File: src/rtl/byte_fifo_pdma_pkg.sv
package byte_fifo_pdma_pkg;
  localparam int FLAG_W = 5;

  typedef enum logic [1:0] {
    RPK_PUSH  = 2'd0,
    RPK_POP   = 2'd1,
    RPK_FLAGS = 2'd2,
    RPK_FLUSH = 2'd3
  } rp_kind_e;

  typedef enum logic [1:0] {
    SQ_IDLE  = 2'd0,
    SQ_FIRST = 2'd1,
    SQ_LAST  = 2'd2,
    SQ_DONE  = 2'd3
  } sq_state_e;
endpackage

File: src/rtl/pdq_byte_fifo.sv
module pdq_byte_fifo #(
  parameter int DEPTH = 16,
  parameter int W     = 8,
  localparam int AW   = (DEPTH > 1) ? $clog2(DEPTH) : 1,
  localparam int CW   = $clog2(DEPTH + 1)
) (
  input  logic          clk,
  input  logic          rst_n,
  input  logic          clr,
  input  logic          push,
  input  logic [W-1:0]  push_data,
  input  logic          pop,
  output logic [W-1:0]  head,
  output logic [CW-1:0] count,
  output logic          full,
  output logic          overrun
);
  localparam bit POW2 = ((DEPTH & (DEPTH - 1)) == 0);

  logic [W-1:0]  mem [DEPTH];
  logic [AW-1:0] rptr, wptr, rptr_inc, wptr_inc;
  logic          empty, do_push, do_pop;

  generate
    if (POW2) begin : g_wrap_nat
      assign rptr_inc = rptr + AW'(1);
      assign wptr_inc = wptr + AW'(1);
    end else begin : g_wrap_cmp
      assign rptr_inc = (rptr == AW'(DEPTH - 1)) ? '0 : rptr + AW'(1);
      assign wptr_inc = (wptr == AW'(DEPTH - 1)) ? '0 : wptr + AW'(1);
    end
  endgenerate

  assign empty   = (count == '0);
  assign full    = (count == CW'(DEPTH));
  assign do_pop  = pop & ~empty & ~clr;
  assign do_push = push & (~full | do_pop) & ~clr;
  assign overrun = push & ~clr & ~do_push;
  assign head    = empty ? '0 : mem[rptr];

  always_ff @(posedge clk) begin
    if (do_push) mem[wptr] <= push_data;
  end

  always_ff @(posedge clk) begin
    if (!rst_n || clr) begin
      rptr  <= '0;
      wptr  <= '0;
      count <= '0;
    end else begin
      if (do_push) wptr <= wptr_inc;
      if (do_pop)  rptr <= rptr_inc;
      case ({do_push, do_pop})
        2'b10:   count <= count + CW'(1);
        2'b01:   count <= count - CW'(1);
        default: count <= count;
      endcase
    end
  end

  // a push into a full queue leaves the level unchanged
  a_r1_no_overflow: assert property (@(posedge clk) disable iff (!rst_n)
    (push && full && !pop && !clr) |=> (count == $past(count)));
  // popping an empty queue keeps it empty
  a_r2_empty_pop: assert property (@(posedge clk) disable iff (!rst_n)
    (pop && empty && !push && !clr) |=> (count == '0));
  // clear leaves the queue empty
  a_r4_flush_empties: assert property (@(posedge clk) disable iff (!rst_n)
    clr |=> (count == '0));
  // level never exceeds depth
  a_r11_count_bound: assert property (@(posedge clk) disable iff (!rst_n)
    count <= CW'(DEPTH));
endmodule

File: src/rtl/pdq_sequencer.sv
module pdq_sequencer
  import byte_fifo_pdma_pkg::*;
(
  input  logic        clk,
  input  logic        rst_n,
  input  logic        pd_valid,
  input  logic        pd_write,
  input  logic        pd_wide,
  input  logic [15:0] pd_wdata,
  output logic        pd_ready,
  output logic        pd_rvalid,
  output logic [15:0] pd_rdata,
  input  logic        tc_zero,
  input  logic        low_level,
  input  logic [7:0]  pop_byte,
  output logic        op_en,
  output logic        op_write,
  output logic [7:0]  op_byte,
  output logic        wr_step,
  output logic        tc_dec,
  output logic        svc
);
  sq_state_e   state;
  logic        lat_write, lat_wide;
  logic [15:0] lat_wdata, rbuf;
  logic        in_step, done;

  assign in_step   = (state == SQ_FIRST) || (state == SQ_LAST);
  assign done      = (state == SQ_DONE);
  assign op_write  = lat_write;
  assign op_byte   = (state == SQ_FIRST) ? lat_wdata[15:8] : lat_wdata[7:0];
  assign wr_step   = in_step & lat_write;
  assign op_en     = in_step & (~lat_write | ~tc_zero);
  assign tc_dec    = wr_step & ~tc_zero;
  assign pd_ready  = (state == SQ_IDLE);
  assign pd_rvalid = done & ~lat_write;
  assign svc       = done & (lat_write | low_level);
  assign pd_rdata  = rbuf;

  always_ff @(posedge clk) begin
    if (!rst_n) begin
      state     <= SQ_IDLE;
      lat_write <= 1'b0;
      lat_wide  <= 1'b0;
      lat_wdata <= '0;
      rbuf      <= '0;
    end else begin
      case (state)
        SQ_IDLE: if (pd_valid) begin
          lat_write <= pd_write;
          lat_wide  <= pd_wide;
          lat_wdata <= pd_wdata;
          rbuf      <= '0;
          state     <= pd_wide ? SQ_FIRST : SQ_LAST;
        end
        SQ_FIRST: begin
          if (!lat_write) rbuf[15:8] <= pop_byte;
          state <= SQ_LAST;
        end
        SQ_LAST: begin
          if (!lat_write) rbuf[7:0] <= pop_byte;
          state <= SQ_DONE;
        end
        default: state <= SQ_IDLE;
      endcase
    end
  end

  // acceptance drops ready for the access duration
  a_r10_ready_drops: assert property (@(posedge clk) disable iff (!rst_n)
    (pd_valid && pd_ready) |=> !pd_ready);
  // completion is followed by idle
  a_r10_done_returns: assert property (@(posedge clk) disable iff (!rst_n)
    (svc || pd_rvalid) |=> pd_ready);
  // a wide access takes two byte steps, high first
  a_r6_wide_two_steps: assert property (@(posedge clk) disable iff (!rst_n)
    (pd_valid && pd_ready && pd_wide) |=> (state == SQ_FIRST) ##1 (state == SQ_LAST));
  // a narrow read leaves the upper half zero
  a_r6_narrow_upper_zero: assert property (@(posedge clk) disable iff (!rst_n)
    (pd_rvalid && !lat_wide) |-> (pd_rdata[15:8] == 8'h00));
endmodule

File: src/rtl/byte_fifo_pdma.sv
module byte_fifo_pdma
  import byte_fifo_pdma_pkg::*;
#(
  parameter int DATA_DEPTH = 16,
  parameter int CMD_DEPTH  = 32,
  localparam int D_CW = $clog2(DATA_DEPTH + 1),
  localparam int C_CW = $clog2(CMD_DEPTH + 1)
) (
  input  logic        clk,
  input  logic        rst_n,
  input  logic        cmd_phase,
  input  logic        tc_zero,
  output logic        tc_dec,
  output logic        svc,
  output logic        overrun,
  input  logic        rp_valid,
  output logic        rp_ready,
  input  logic [1:0]  rp_kind,
  input  logic [7:0]  rp_wdata,
  output logic        rp_rvalid,
  output logic [7:0]  rp_rdata,
  input  logic        pd_valid,
  output logic        pd_ready,
  input  logic        pd_write,
  input  logic        pd_wide,
  input  logic [15:0] pd_wdata,
  output logic        pd_rvalid,
  output logic [15:0] pd_rdata
);
  logic            seq_op_en, seq_op_write, seq_wr_step;
  logic [7:0]      seq_op_byte, seq_pop_byte;
  logic            rp_acc, rp_wr, rp_rd, rp_fl, rp_flush;
  logic            wr_en, rd_seq;
  logic [7:0]      wr_byte;
  logic            d_push, d_pop, c_push, c_pop;
  logic [7:0]      d_head, c_head;
  logic [D_CW-1:0] d_count;
  logic [C_CW-1:0] c_count;
  logic            d_full, c_full, d_ovr, c_ovr;
  logic [7:0]      flags_val;

  assign rp_ready = pd_ready & ~pd_valid;
  assign rp_acc   = rp_valid & rp_ready;
  assign rp_wr    = rp_acc & (rp_kind == RPK_PUSH);
  assign rp_rd    = rp_acc & (rp_kind == RPK_POP);
  assign rp_fl    = rp_acc & (rp_kind == RPK_FLAGS);
  assign rp_flush = rp_acc & (rp_kind == RPK_FLUSH);

  assign wr_en   = (seq_op_en & seq_op_write) | rp_wr;
  assign wr_byte = seq_op_en ? seq_op_byte : rp_wdata;
  assign rd_seq  = seq_op_en & ~seq_op_write;
  assign d_push  = wr_en & ~cmd_phase;
  assign c_push  = wr_en & cmd_phase;
  assign d_pop   = rp_rd | (rd_seq & ~cmd_phase);
  assign c_pop   = rd_seq & cmd_phase;
  assign seq_pop_byte = cmd_phase ? c_head : d_head;
  assign overrun = d_ovr | c_ovr;

  always_comb begin
    flags_val = '0;
    flags_val[FLAG_W-1:0] = FLAG_W'(d_count);
  end

  pdq_byte_fifo #(.DEPTH(DATA_DEPTH), .W(8)) u_data_q (
    .clk(clk), .rst_n(rst_n), .clr(rp_flush),
    .push(d_push), .push_data(wr_byte), .pop(d_pop),
    .head(d_head), .count(d_count), .full(d_full), .overrun(d_ovr)
  );

  pdq_byte_fifo #(.DEPTH(CMD_DEPTH), .W(8)) u_cmd_q (
    .clk(clk), .rst_n(rst_n), .clr(1'b0),
    .push(c_push), .push_data(wr_byte), .pop(c_pop),
    .head(c_head), .count(c_count), .full(c_full), .overrun(c_ovr)
  );

  pdq_sequencer u_seq (
    .clk(clk), .rst_n(rst_n),
    .pd_valid(pd_valid), .pd_write(pd_write), .pd_wide(pd_wide),
    .pd_wdata(pd_wdata), .pd_ready(pd_ready), .pd_rvalid(pd_rvalid),
    .pd_rdata(pd_rdata), .tc_zero(tc_zero),
    .low_level(d_count < D_CW'(2)), .pop_byte(seq_pop_byte),
    .op_en(seq_op_en), .op_write(seq_op_write), .op_byte(seq_op_byte),
    .wr_step(seq_wr_step), .tc_dec(tc_dec), .svc(svc)
  );

  always_ff @(posedge clk) begin
    if (!rst_n) begin
      rp_rvalid <= 1'b0;
      rp_rdata  <= '0;
    end else begin
      rp_rvalid <= rp_rd | rp_fl;
      if (rp_fl)      rp_rdata <= flags_val;
      else if (rp_rd) rp_rdata <= d_head;
    end
  end

  // a write step at terminal count leaves both queues unchanged
  a_r5_no_push_at_zero: assert property (@(posedge clk) disable iff (!rst_n)
    (seq_wr_step && tc_zero) |=> ($stable(d_count) && $stable(c_count)));
  // a command-phase byte write grows only the command queue
  a_r7_cmd_route: assert property (@(posedge clk) disable iff (!rst_n)
    (seq_op_en && seq_op_write && cmd_phase && !c_full)
      |=> ((d_count == $past(d_count)) && (c_count == $past(c_count) + 1'b1)));
  // a data-phase register write into a full data queue flags overrun
  a_r1_flag_on_full: assert property (@(posedge clk) disable iff (!rst_n)
    (rp_wr && !cmd_phase && d_full) |-> overrun);
  // register port blocked while pseudo-DMA requests
  a_r10_rp_yields: assert property (@(posedge clk) disable iff (!rst_n)
    pd_valid |-> !rp_ready);
endmodule

File: config.mk
export PLATFORM = sky130hd
export DESIGN_NAME = byte_fifo_pdma
export DESIGN_NICKNAME = d
export VERILOG_FILES = /design/src/rtl/byte_fifo_pdma_pkg.sv /design/src/rtl/pdq_byte_fifo.sv /design/src/rtl/pdq_sequencer.sv /design/src/rtl/byte_fifo_pdma.sv
export SDC_FILE = /design/constraint.sdc
export NUM_CORES = 1
export LEC_CHECK = 0
export BUFFER_PORTS_ARGS = -buffer_cell sky130_fd_sc_hd__buf_2
export CAP_MARGIN = 20
export CORE_UTILIZATION = 48
export CTS_BUF_LIST = sky130_fd_sc_hd__clkbuf_8
export DETAILED_ROUTE_END_ITERATION = 6
export PLACE_DENSITY_LB_ADDON = 0.05
export RECOVER_POWER = 50
export REMOVE_ABC_BUFFERS = 1
export SETUP_SLACK_MARGIN = 0.05
export SLEW_MARGIN = 20
export SYNTH_ARGS = -nofsm -noshare
export SYNTH_HDL_FRONTEND = slang
export SYNTH_SLANG_ARGS = --single-unit
File: constraint.sdc
create_clock -name clk -period 4.6 [get_ports clk]
set_input_delay 0.46 -clock clk [delete_from_list [all_inputs] [get_ports clk]]
set_output_delay 0.46 -clock clk [all_outputs]
set_load 0.02 [all_outputs]
==> flow_metrics.py, run 1 <==
metrics = {
    "outcome": {
        "outcome": "finished with violations",
        "violations": "capacitance limit, slew limit",
    },
    "floorplanning": {
        "coreArea_um2": 38920,
        "start_util": 0.4889,
        "design.die.area_um2": 40440,
        "die_w_um": 201.1,
        "io_pins": 65,
        "die_h_um": 201.1,
        "rows": 72,
    },
    "placed_design": {
        "hpwlAfterDp_mm": 27.69,
        "portBuffers": 64,
        "placed_area_um2": 20020,
        "gp_congestion": 0.8610,
    },
    "worst_setup_path": {
        "critPathMaxFanout": 11,
        "rr_worst_depth": 14,
        "worstPathRequired_ns": 5.16,
        "end_kind": "register",
        "path_class": "reg -> reg",
        "start_kind": "register",
        "r2r_slack_ns": 0.71,
        "r2r-start": "u_seq.state[0]",
        "worstPathArrival_ns": 4.45,
        "r2r_end": "u_data_q.count[4]",
    },
    "detailed_routing": {
        "drc_errors": 0,
        "firstDrtPassIters": 5,
        "wl_per_cell_um": 23.23,
        "routed-via-count": 10580,
        "vias_per_cell": 5.642,
        "drt_iter0_markers": 736,
        "wirelength_mm": 43.56,
        "drt.antenna.violating_nets": 0,
    },
    "clock_network": {
        "path_clk_slew_ns": 0.07,
        "cts_sinks": 466,
        "root_buffer": "clkbuf_8",
        "clock_latency_ns": 0.62,
        "post_cts_buffers": 0,
        "htreeDepth": 3,
        "ctsResizeCount": 0,
        "clockBufferDepth": 3,
        "cts_tree": "done",
        "cts_hold_buf": 0,
        "cts_inserted_buffers": 78,
    },
    "synthesis": {
        "synth.cell_area_um2": 19030,
        "syn_inst": 1192,
        "ys_ff_latch": 466,
        "synth_top_cell_by_area": "edfxtp_1",
        "yosysSeqAreaShare": 0.6923,
        "synth_area_leaders": "edfxtp_1 (61%), dfxtp_1 (8.6%), mux4_2 (7.6%), mux2i_1 (4.2%), mux2_2 (1.7%)",
        "synth.top_cell.area_share": 0.6060,
        "syn_area_per_cell_um2": 15.96,
        "ys.flop_type": "edfxtp_1",
        "yosysWarnings": 0,
        "ys_types": 60,
        "synth_most_common_cell": "edfxtp_1",
        "ys_async_sr_fraction": 0,
        "synth_commonest_cells": "edfxtp_1 (384), dfxtp_1 (82), mux2i_1 (79)",
        "synth-edff-count": 384,
    },
    "final_layout": {
        "fill_cells": 3201,
        "area_growth_pct": 11.99,
        "utilization": 0.5476,
        "nets": 1356,
        "diodes": 0,
        "final_area_um2": 21310,
        "drive_gt1_frac": 0.1909,
    },
    "grt": {
        "grt_max_degree": 53,
        "grt_pass1_wl_mm": 65.55,
        "grt_antenna_before_repair": 0,
        "grt_pass1_vias": 10620,
        "grt_usage": 0.2201,
        "grt_overflow": 0,
    },
    "pwr": {
        "peakVddDrop_uv": 192.0,
        "power_density_nw_per_um2": 441.0,
        "power_uw": 9398,
        "p_leak_uw": 0.006830,
    },
    "hold_path": {
        "hp-class": "in -> reg",
        "worstHoldStart": "pd_wdata[12]",
        "hold_path_depth": 3,
        "holdPathEnd": "u_seq.lat_wdata[12]",
    },
    "sta": {
        "fin_crit_sh": 0.8459,
        "final_max_slew_viol_count": 186,
        "relSlewSlack": -0.5316,
        "rsz0062_at_grt": "false",
        "min_period_ns": 3.891,
        "tns_ns": 0,
        "setup_viol": 0,
        "fin_worst_skew_ns": 0.01904,
        "timing.final.hold_violations": 0,
        "tightest_slew_ns": 2.297,
        "clock.fmax_ghz": 0.2570,
        "hold_slack_ns": 0.09058,
    },
    "flow_run": {
        "max_cap_viol_count": 7,
    },
}
-- where the power goes --
group | leakage [uW] | switching, uW | total, uW | internal (uW)
Sequential | 0.00412 | 24.2 | 5070 | 5050
Clock | 0.000824 | 1600 | 3350 | 1750
Combinational | 0.00189 | 759 | 974 | 216
-- cells in the final DEF, fill, tap and decap left out, types with 8 or more instances in the layout --
cell      count
mux2_2       28
clkinv_2      9
nand4_1       9
buf_4         9
a21boi_0     20
xnor2_1      10
mux2i_1      79
o22ai_1      34
nand3_1       8
o21ai_0      32
clkbuf_1     41
inv_1        40
mux4_2       64
dfxtp_1      79
clkbuf_8     85
clkinv_1     17
xor2_1        9
a22oi_1       9
nor3_1       11
a21oi_1      18
nor2_1       78
and2_0        9
ha_1         23
nor2b_1      19
a22o_1       14
buf_2        34
nand2_1      78
nand2b_1     10
edfxtp_1    384
-- area by class of cell --
class                           count  area (um2)  share of cell area
Inverter                           16       60.06            0.002818
Clock buffer                       85        1170             0.05490
Tap cell                          518       648.1             0.03041
Sequential cell                   466       13180              0.6185
Multi-Input combinational cell    647        5498              0.2580
Timing Repair Buffer               89       499.2             0.02343
Clock inverter                     54       254.0             0.01192
-- worst max-delay path, stage by stage (launching register included) --
cell      delay (ns)
dfxtp_1         0.36
inv_1           0.10
ha_1            0.38
nand3b_1        0.17
o32ai_1         0.65
and3_1          0.44
inv_1           0.12
ha_1            0.30
xor2_1          0.18
ha_1            0.22
nand2b_1        0.07
a21boi_1        0.05
o21a_1          0.18
or4_1           0.46
a21oi_1         0.15
-- sequential cells by signal, indices dropped and copies added (netlist names), named ones only --
register         flops
u_cmd_q.rptr         5
u_cmd_q.wptr         5
u_data_q.mem       128
rp_rvalid            1
rp_rdata             8
u_seq.state          2
u_data_q.wptr        4
u_seq.op_write       1
u_cmd_q.count        6
u_data_q.count       5
u_seq.lat_wdata     16
u_seq.pd_rdata      16
u_cmd_q.mem        256
u_data_q.rptr        4
-- cell families after synthesis --
kind of cell,synth area share
flip-flops,0.6923
AND/OR/NAND/NOR,0.06654
AO/OA/AOI/OAI,0.06266
multiplexers,0.1339
buffers and inverters,0.01973
adder cells (fa/ha/maj),0.01618
XOR/XNOR,0.008745
-- metrics by stage --
| stage | cells | setup WS, ns |
|---|---|---|
| after floorplan | 1129 | 0.9220 |
| after global placement | 1733 | 1.034 |
| after detailed placement | 1735 | 0.9239 |
| after CTS | 1874 | 0.9213 |
| after global routing | 1875 | 0.3422 |
| final | 1875 | 0.7088 |
-- how the worst max path moves through the flow --
| stage | from | to | slack [ns] | cells past startpoint |
|---|---|---|---|---|
| floorplan | register | u_seq.pd_rdata[10] | 0.92 | 5 |
| global placement | u_seq.state[1] | u_data_q.count[4] | 1.03 | 14 |
| detailed placement | u_seq.state[1] | u_data_q.count[4] | 0.92 | 14 |
| CTS | u_seq.state[1] | u_data_q.count[4] | 0.92 | 14 |
| global route | u_seq.state[0] | u_data_q.count[4] | 0.34 | 14 |
| finish | u_seq.state[0] | u_data_q.count[4] | 0.71 | 14 |
-- metal layers --
metal  track usage  share of wire  up-vias
li1              -              -     4847
met1        0.3114           0.45     5307
met2        0.3412           0.46      334
met3       0.04406          0.058       91
met4       0.07634          0.026        0
met5             0              0        -
(Power assumes the default switching activity.)
==> inputs of run 2 (changes only) <==
Settings changed: ABC_AREA set to 1.
Clock period 4.6 ns to 3.6 ns, I/O delays scaled along.
==> flow_metrics.py, run 2 <==
metrics = {
    "final_layout": {
        "drive_gt1_frac": 0.09339,
        "layout_commonest_cell": "nand2_1",
        "utilization": 0.5500,
        "multi_input_area_um2": 5754,
        "diodes": 0,
        "reg_top3": "u_cmd_q.mem x256, u_data_q.mem x128",
        "ff_latch_area_um2": 13180,
        "fill_cells": 3512,
        "nets": 2011,
        "area_growth_pct": 12.63,
        "largest_reg_flops": 256,
        "most-common-layout-cells": "nand2_1 (603), edfxtp_1 (384), nand3_1 (345)",
        "top_register": "u_cmd_q.mem",
    },
    "worst_setup_path": {
        "worstPathRequired_ns": 3.80,
        "start_kind": "register",
        "r2r_end": "u_data_q.mem[13][0]",
        "worstPathArrival_ns": 3.45,
        "slowest_delay_ns": 1.06,
        "r2r-start": "u_seq.state[1]",
        "cp_slowest_cell": "clkbuf_2",
        "crit_chain": "inv_1 > ha_1 > nand2_1 > inv_1 > nor2_1 > a31oi_4 > clkbuf_2",
        "critPathMaxFanout": 48,
        "path_class": "reg -> reg",
        "end_kind": "register",
        "r2r_slack_ns": 0.35,
        "startpoint": "u_seq.state[1]",
        "crit_top_cell": "inv_1",
        "endpoint": "u_data_q.mem[13][0]",
        "rr_worst_depth": 7,
    },
    "flow_run": {
        "max_cap_viol_count": 0,
    },
    "hold_path": {
        "hp-class": "in -> reg",
    },
    "sta": {
        "setup_viol": 0,
        "final_max_slew_viol_count": 0,
        "fin_crit_sh": 0.9028,
        "fin_worst_skew_ns": 0.02074,
        "rsz0062_at_grt": "false",
        "relSlewSlack": 0.02477,
        "clock.fmax_ghz": 0.3077,
        "tightest_slew_ns": 1.463,
        "min_period_ns": 3.250,
        "timing.final.hold_violations": 0,
        "hold_slack_ns": 0.03146,
    },
    "placed_design": {
        "gp_congestion": 0.8978,
        "portBuffers": 64,
        "hpwlAfterDp_mm": 30.48,
    },
    "grt": {
        "grt_pass1_vias": 13230,
        "grt_pass1_wl_mm": 76.96,
        "grt_overflow": 0,
        "grt_antenna_before_repair": 0,
        "grt_max_degree": 81,
        "grt_usage": 0.2478,
    },
    "synthesis": {
        "ys_ff_latch": 466,
        "synth_commonest_cells": "nand2_1 (602), edfxtp_1 (384), nand3_1 (344)",
        "synth_most_common_cell": "nand2_1",
        "ys.flop_type": "edfxtp_1",
        "ys_types": 42,
        "synth_top_cell_by_area": "edfxtp_1",
        "synth.cell_area_um2": 19490,
        "yosysWarnings": 0,
        "synth-edff-count": 384,
        "synth.top_cell.area_share": 0.5916,
        "syn_inst": 1855,
        "synth_area_leaders": "edfxtp_1 (59%), nand2_1 (12%), nand3_1 (8.8%), dfxtp_1 (8.4%), nor2_1 (2.2%)",
        "ys_async_sr_fraction": 0,
        "yosysSeqAreaShare": 0.6758,
        "syn_area_per_cell_um2": 10.51,
    },
    "floorplanning": {
        "start_util": 0.4883,
        "die_h_um": 203.5,
        "coreArea_um2": 39910,
        "design.die.area_um2": 41420,
        "rows": 73,
        "die_w_um": 203.5,
        "io_pins": 65,
    },
    "detailed_routing": {
        "wl_per_cell_um": 19.83,
        "vias_per_cell": 5.331,
        "drt.antenna.violating_nets": 0,
        "firstDrtPassIters": 6,
        "drt_iter0_markers": 988,
        "wirelength_mm": 50.33,
        "routed-via-count": 13530,
        "drc_errors": 0,
    },
    "pwr": {
        "power_uw": 17680,
        "peakVddDrop_uv": 777.1,
        "power_density_nw_per_um2": 805.4,
        "p_leak_uw": 0.008151,
    },
    "clock_network": {
        "cts_tree": "done",
        "cts_sinks": 466,
        "path_clk_slew_ns": 0.06,
        "clock_latency_ns": 0.63,
        "cts_inserted_buffers": 78,
        "clockBufferDepth": 3,
        "root_buffer": "clkbuf_8",
        "htreeDepth": 3,
    },
    "outcome": {
        "outcome": "completed",
    },
}
[run 2: cell types whose count changed after synthesis, moves of 38 or more]
| cell | change |
|---|---|
| buf_2 | +40 |
| inv_1 | +38 |
| mux2i_1 | -79 |
| mux4_2 | -64 |
| nand2_1 | +524 |
| nand3_1 | +336 |
| nor2_1 | +38 |
[run 2: how the worst min path moves through the flow]
stage | slack (ns) | to | startpoint | cells past startpoint
2_1_floorplan | 0.45 | u_seq.lat_wdata[10] | u_seq.lat_wdata[10] | 2
3_3_place_gp | 0.46 | u_seq.pd_rdata[0] | u_seq.pd_rdata[0] | 2
3_5_place_dp | 0.46 | u_seq.pd_rdata[5] | u_seq.pd_rdata[5] | 2
4_1_cts | 0.003 | u_seq.op_write | pd_write | 3
5_1_grt | 0.02 | u_seq.lat_wdata[15] | pd_wdata[15] | 3
6_report | 0.03 | u_seq.lat_wdata[15] | pd_wdata[15] | 3
[run 2: routing by layer]
| layer | GRT usage | part of all wire |
|---|---|---|
| met3 | 0.04027 | 0.056 |
| met4 | 0.08512 | 0.025 |
| met2 | 0.3963 | 0.47 |
| met5 | 0 | 0 |
| met1 | 0.3442 | 0.45 |
[run 2: final cells by class]
type	count	area share
repair buffers	108	0.02924
flip-flops and latches	466	0.6003
multi-input cells	1237	0.2621
inverters	62	0.01071
well taps	525	0.02992
clock inverters	57	0.01567
clock buffers	83	0.05203
[run 2: logic make-up (layout without fill, tap and decap cells)]
family | Yosys count | after routing | synth area share
buf+inv | 152 | 310 | 0.03351
flops | 466 | 466 | 0.6758
xor+xnor | 14 | 14 | 0.006291
fa+ha+maj | 24 | 24 | 0.01579
compound gates | 114 | 114 | 0.03287
simple gates | 1085 | 1085 | 0.2357
[run 2: worst max-delay path, delay by kind of cell (launching register included)]
family / cells / cell delay (ns)
buffers and inverters: 3 / 1.63
DFF: 1 / 0.39
adders and majority gates: 1 / 0.35
and+or+nand+nor: 2 / 0.23
AOI/OAI and AO/OA: 1 / 0.16
[run 2: power by group]
| group | internal (uW) | switching, uW | leakage [uW] | total, uW |
|---|---|---|---|---|
| Clock | 2410 | 2090 | 0.000864 | 4510 |
| Sequential | 7350 | 176 | 0.00412 | 7530 |
| Combinational | 1230 | 4420 | 0.00316 | 5650 |
| Total | 11000 | 6680 | 0.00815 | 17700 |
[run 2: timing repair]
item                                    in CTS  in global routing
endpoints found under the setup margin       0                  0
hold buffers                                13                  0
endpoints found under the hold margin       13                  0
buffers inserted                             0                  0
gates resized for setup                      0                  0
[run 2: metrics by stage]
step / setup TNS, ns / cells / setup slack, ns / cell area (um2)
floorplan: -32.42 / 1765 / -2.027 / 19070
global placement: 0 / 2385 / 0.6257 / 20490
detailed placement: 0 / 2385 / 0.5138 / 20490
CTS: 0 / 2538 / 0.4990 / 22100
global route: 0 / 2538 / 0.1103 / 21950
finish: 0 / 2538 / 0.3498 / 21950
==> inputs of run 3 (changes only) <==
Settings changed: CORE_UTILIZATION 48 to 63.
==> flow_metrics.py, run 3 (same netlist as run 2, synthesis figures left out) <==
metrics = {
    "sta": {
        "clock.fmax_ghz": 0.3080,
        "hold_slack_ns": 0.02135,
        "fin_crit_sh": 0.9020,
        "final_max_slew_viol_count": 0,
        "fin_worst_skew_ns": 0.02701,
        "tns_ns": 0,
        "tightest_slew_ns": 1.338,
        "min_period_ns": 3.247,
        "rsz0062_at_grt": "false",
        "relSlewSlack": 0.1048,
        "setup_ws_ns": 0.3528,
        "setup_viol": 0,
        "timing.final.hold_violations": 0,
    },
    "detailed_routing": {
        "drt_iter0_markers": 1482,
        "firstDrtPassIters": 6,
        "drt.antenna.violating_nets": 0,
        "drc_errors": 0,
        "wl_per_cell_um": 19.20,
        "routed-via-count": 13750,
        "wirelength_mm": 45.88,
        "vias_per_cell": 5.754,
    },
    "grt": {
        "grt_util_met3": 0.05656,
        "grt_overflow": 0,
        "met1_usage": 0.3945,
        "grt_usage": 0.2950,
        "grt_pass1_wl_mm": 69.83,
        "grt-busiest-layer": "met2",
        "grt_pass1_vias": 12980,
        "grt_max_degree": 129,
        "grt_antenna_before_repair": 0,
        "gr-usage-met2": 0.4823,
    },
    "hold_path": {
        "hp-class": "in -> reg",
    },
    "clock_network": {
        "htreeDepth": 3,
        "post_cts_buffers": 0,
        "cts_sinks": 466,
        "cts_inserted_buffers": 73,
        "clockBufferDepth": 3,
        "ctsResizeCount": 0,
        "root_buffer": "clkbuf_8",
        "clock_latency_ns": 0.61,
        "path_clk_slew_ns": 0.07,
        "cts_tree": "done",
    },
    "floorplanning": {
        "die_w_um": 177.9,
        "io_pins": 65,
        "rows": 64,
        "design.die.area_um2": 31650,
        "start_util": 0.6389,
        "coreArea_um2": 30510,
        "die_h_um": 177.9,
    },
    "flow_run": {
        "max_cap_viol_count": 0,
    },
    "pwr": {
        "power_uw": 17020,
        "peakVddDrop_uv": 861.4,
        "power_density_nw_per_um2": 789.3,
        "p_leak_uw": 0.008018,
    },
    "final_layout": {
        "most-common-layout-cells": "nand2_1 (603), edfxtp_1 (384), nand3_1 (345)",
        "top_register": "u_cmd_q.mem",
        "layout_commonest_cell": "nand2_1",
        "reg_top3": "u_cmd_q.mem x256, u_data_q.mem x128",
        "drive_gt1_frac": 0.08776,
        "stdcell_count": 2390,
        "largest_reg_flops": 256,
        "area_growth_pct": 10.65,
        "diodes": 0,
        "nets": 1995,
    },
    "placed_design": {
        "gp_congestion": 0.9290,
        "hpwlAfterDp_mm": 28.16,
        "portBuffers": 64,
        "place_ws_ns": 0.5088,
        "place_inst": 2253,
    },
    "worst_setup_path": {
        "crit_top_cell": "nand2_1",
        "start_kind": "register",
        "end_kind": "register",
        "critPathMaxFanout": 11,
        "path_class": "reg -> reg",
        "worstPathRequired_ns": 3.83,
        "crit_chain": "inv_1 > ha_1 > nand2_1 > nor2_4 > a31o_4 > and2_0 > nand2_1 > clkbuf_1 > inv_2 > nand2_2 > nor2_1",
        "cp_slowest_cell": "nor2_1",
        "slowest_delay_ns": 0.63,
        "worstPathArrival_ns": 3.48,
    },
    "outcome": {
        "outcome": "completed",
    },
}
-- run 3: cell count changes in the layout (fill, tap and decap cells not counted), moves of 3 or more --
cell           before  now
bufinv_16           4    1
clkbuf_2            6    3
clkbuf_8           83   75
clkinv_1           15   22
dlygate4sd3_1      13    4
inv_1              84   79
-- run 3: layout make-up --
type,count,area [um2]
sequential,466,13180
fill,2237,8942
multi-input combinational,1237,5737
clock buffer,75,1032
timing repair buffer,97,595.6
tap,396,495.5
clock inverter,57,296.5
inverter,62,235.2
-- run 3: worst paths after layout --
kind | to | depth (start not counted) | from | slack [ns]
max | u_cmd_q.mem[18][0] | 11 | u_seq.state[1] | 0.35
min | u_seq.lat_wdata[12] | 3 | pd_wdata[12] | 0.02
max reg2reg | u_cmd_q.mem[18][0] | 11 | u_seq.state[1] | 0.35
min reg2reg | u_seq.pd_rdata[13] | 2 | u_seq.pd_rdata[13] | 0.46
-- run 3: critical path: cells and delay by family (launching register included) --
kind | cells | cell delay, ns
AND/OR/NAND/NOR | 6 | 1.46
buffers and inverters | 3 | 0.59
flip-flops | 1 | 0.34
adder cells (fa/ha/maj) | 1 | 0.29
AO/OA/AOI/OAI | 1 | 0.18
-- run 3: layer usage --
metal / routed length [um] / vias to the layer above
li1: - / 6552
met1: 18540 / 6551
met2: 22380 / 549
met3: 3673 / 100
met4: 1291 / 0
met5: 0 / -
-- run 3: timing repair --
item	4_1_cts	5_1_grt
setup endpoints to repair	0	0
hold endpoints to repair	4	0
hold buffers	4	0
-- run 3: stage by stage --
| step | area, um2 | utilization |
|---|---|---|
| after floorplan | 19070 | - |
| after global placement | 20290 | 0.6650 |
| after detailed placement | 20290 | 0.6650 |
| after CTS | 21660 | 0.7099 |
| after global routing | 21570 | 0.7069 |
| final | 21570 | 0.7069 |
-- run 3: power by group --
group / total, uW / internal (uW) / switching, uW
Sequential: 7470 / 7320 / 148
Clock: 4070 / 2030 / 2030
Combinational: 5490 / 1280 / 4210
Total: 17000 / 10600 / 6390
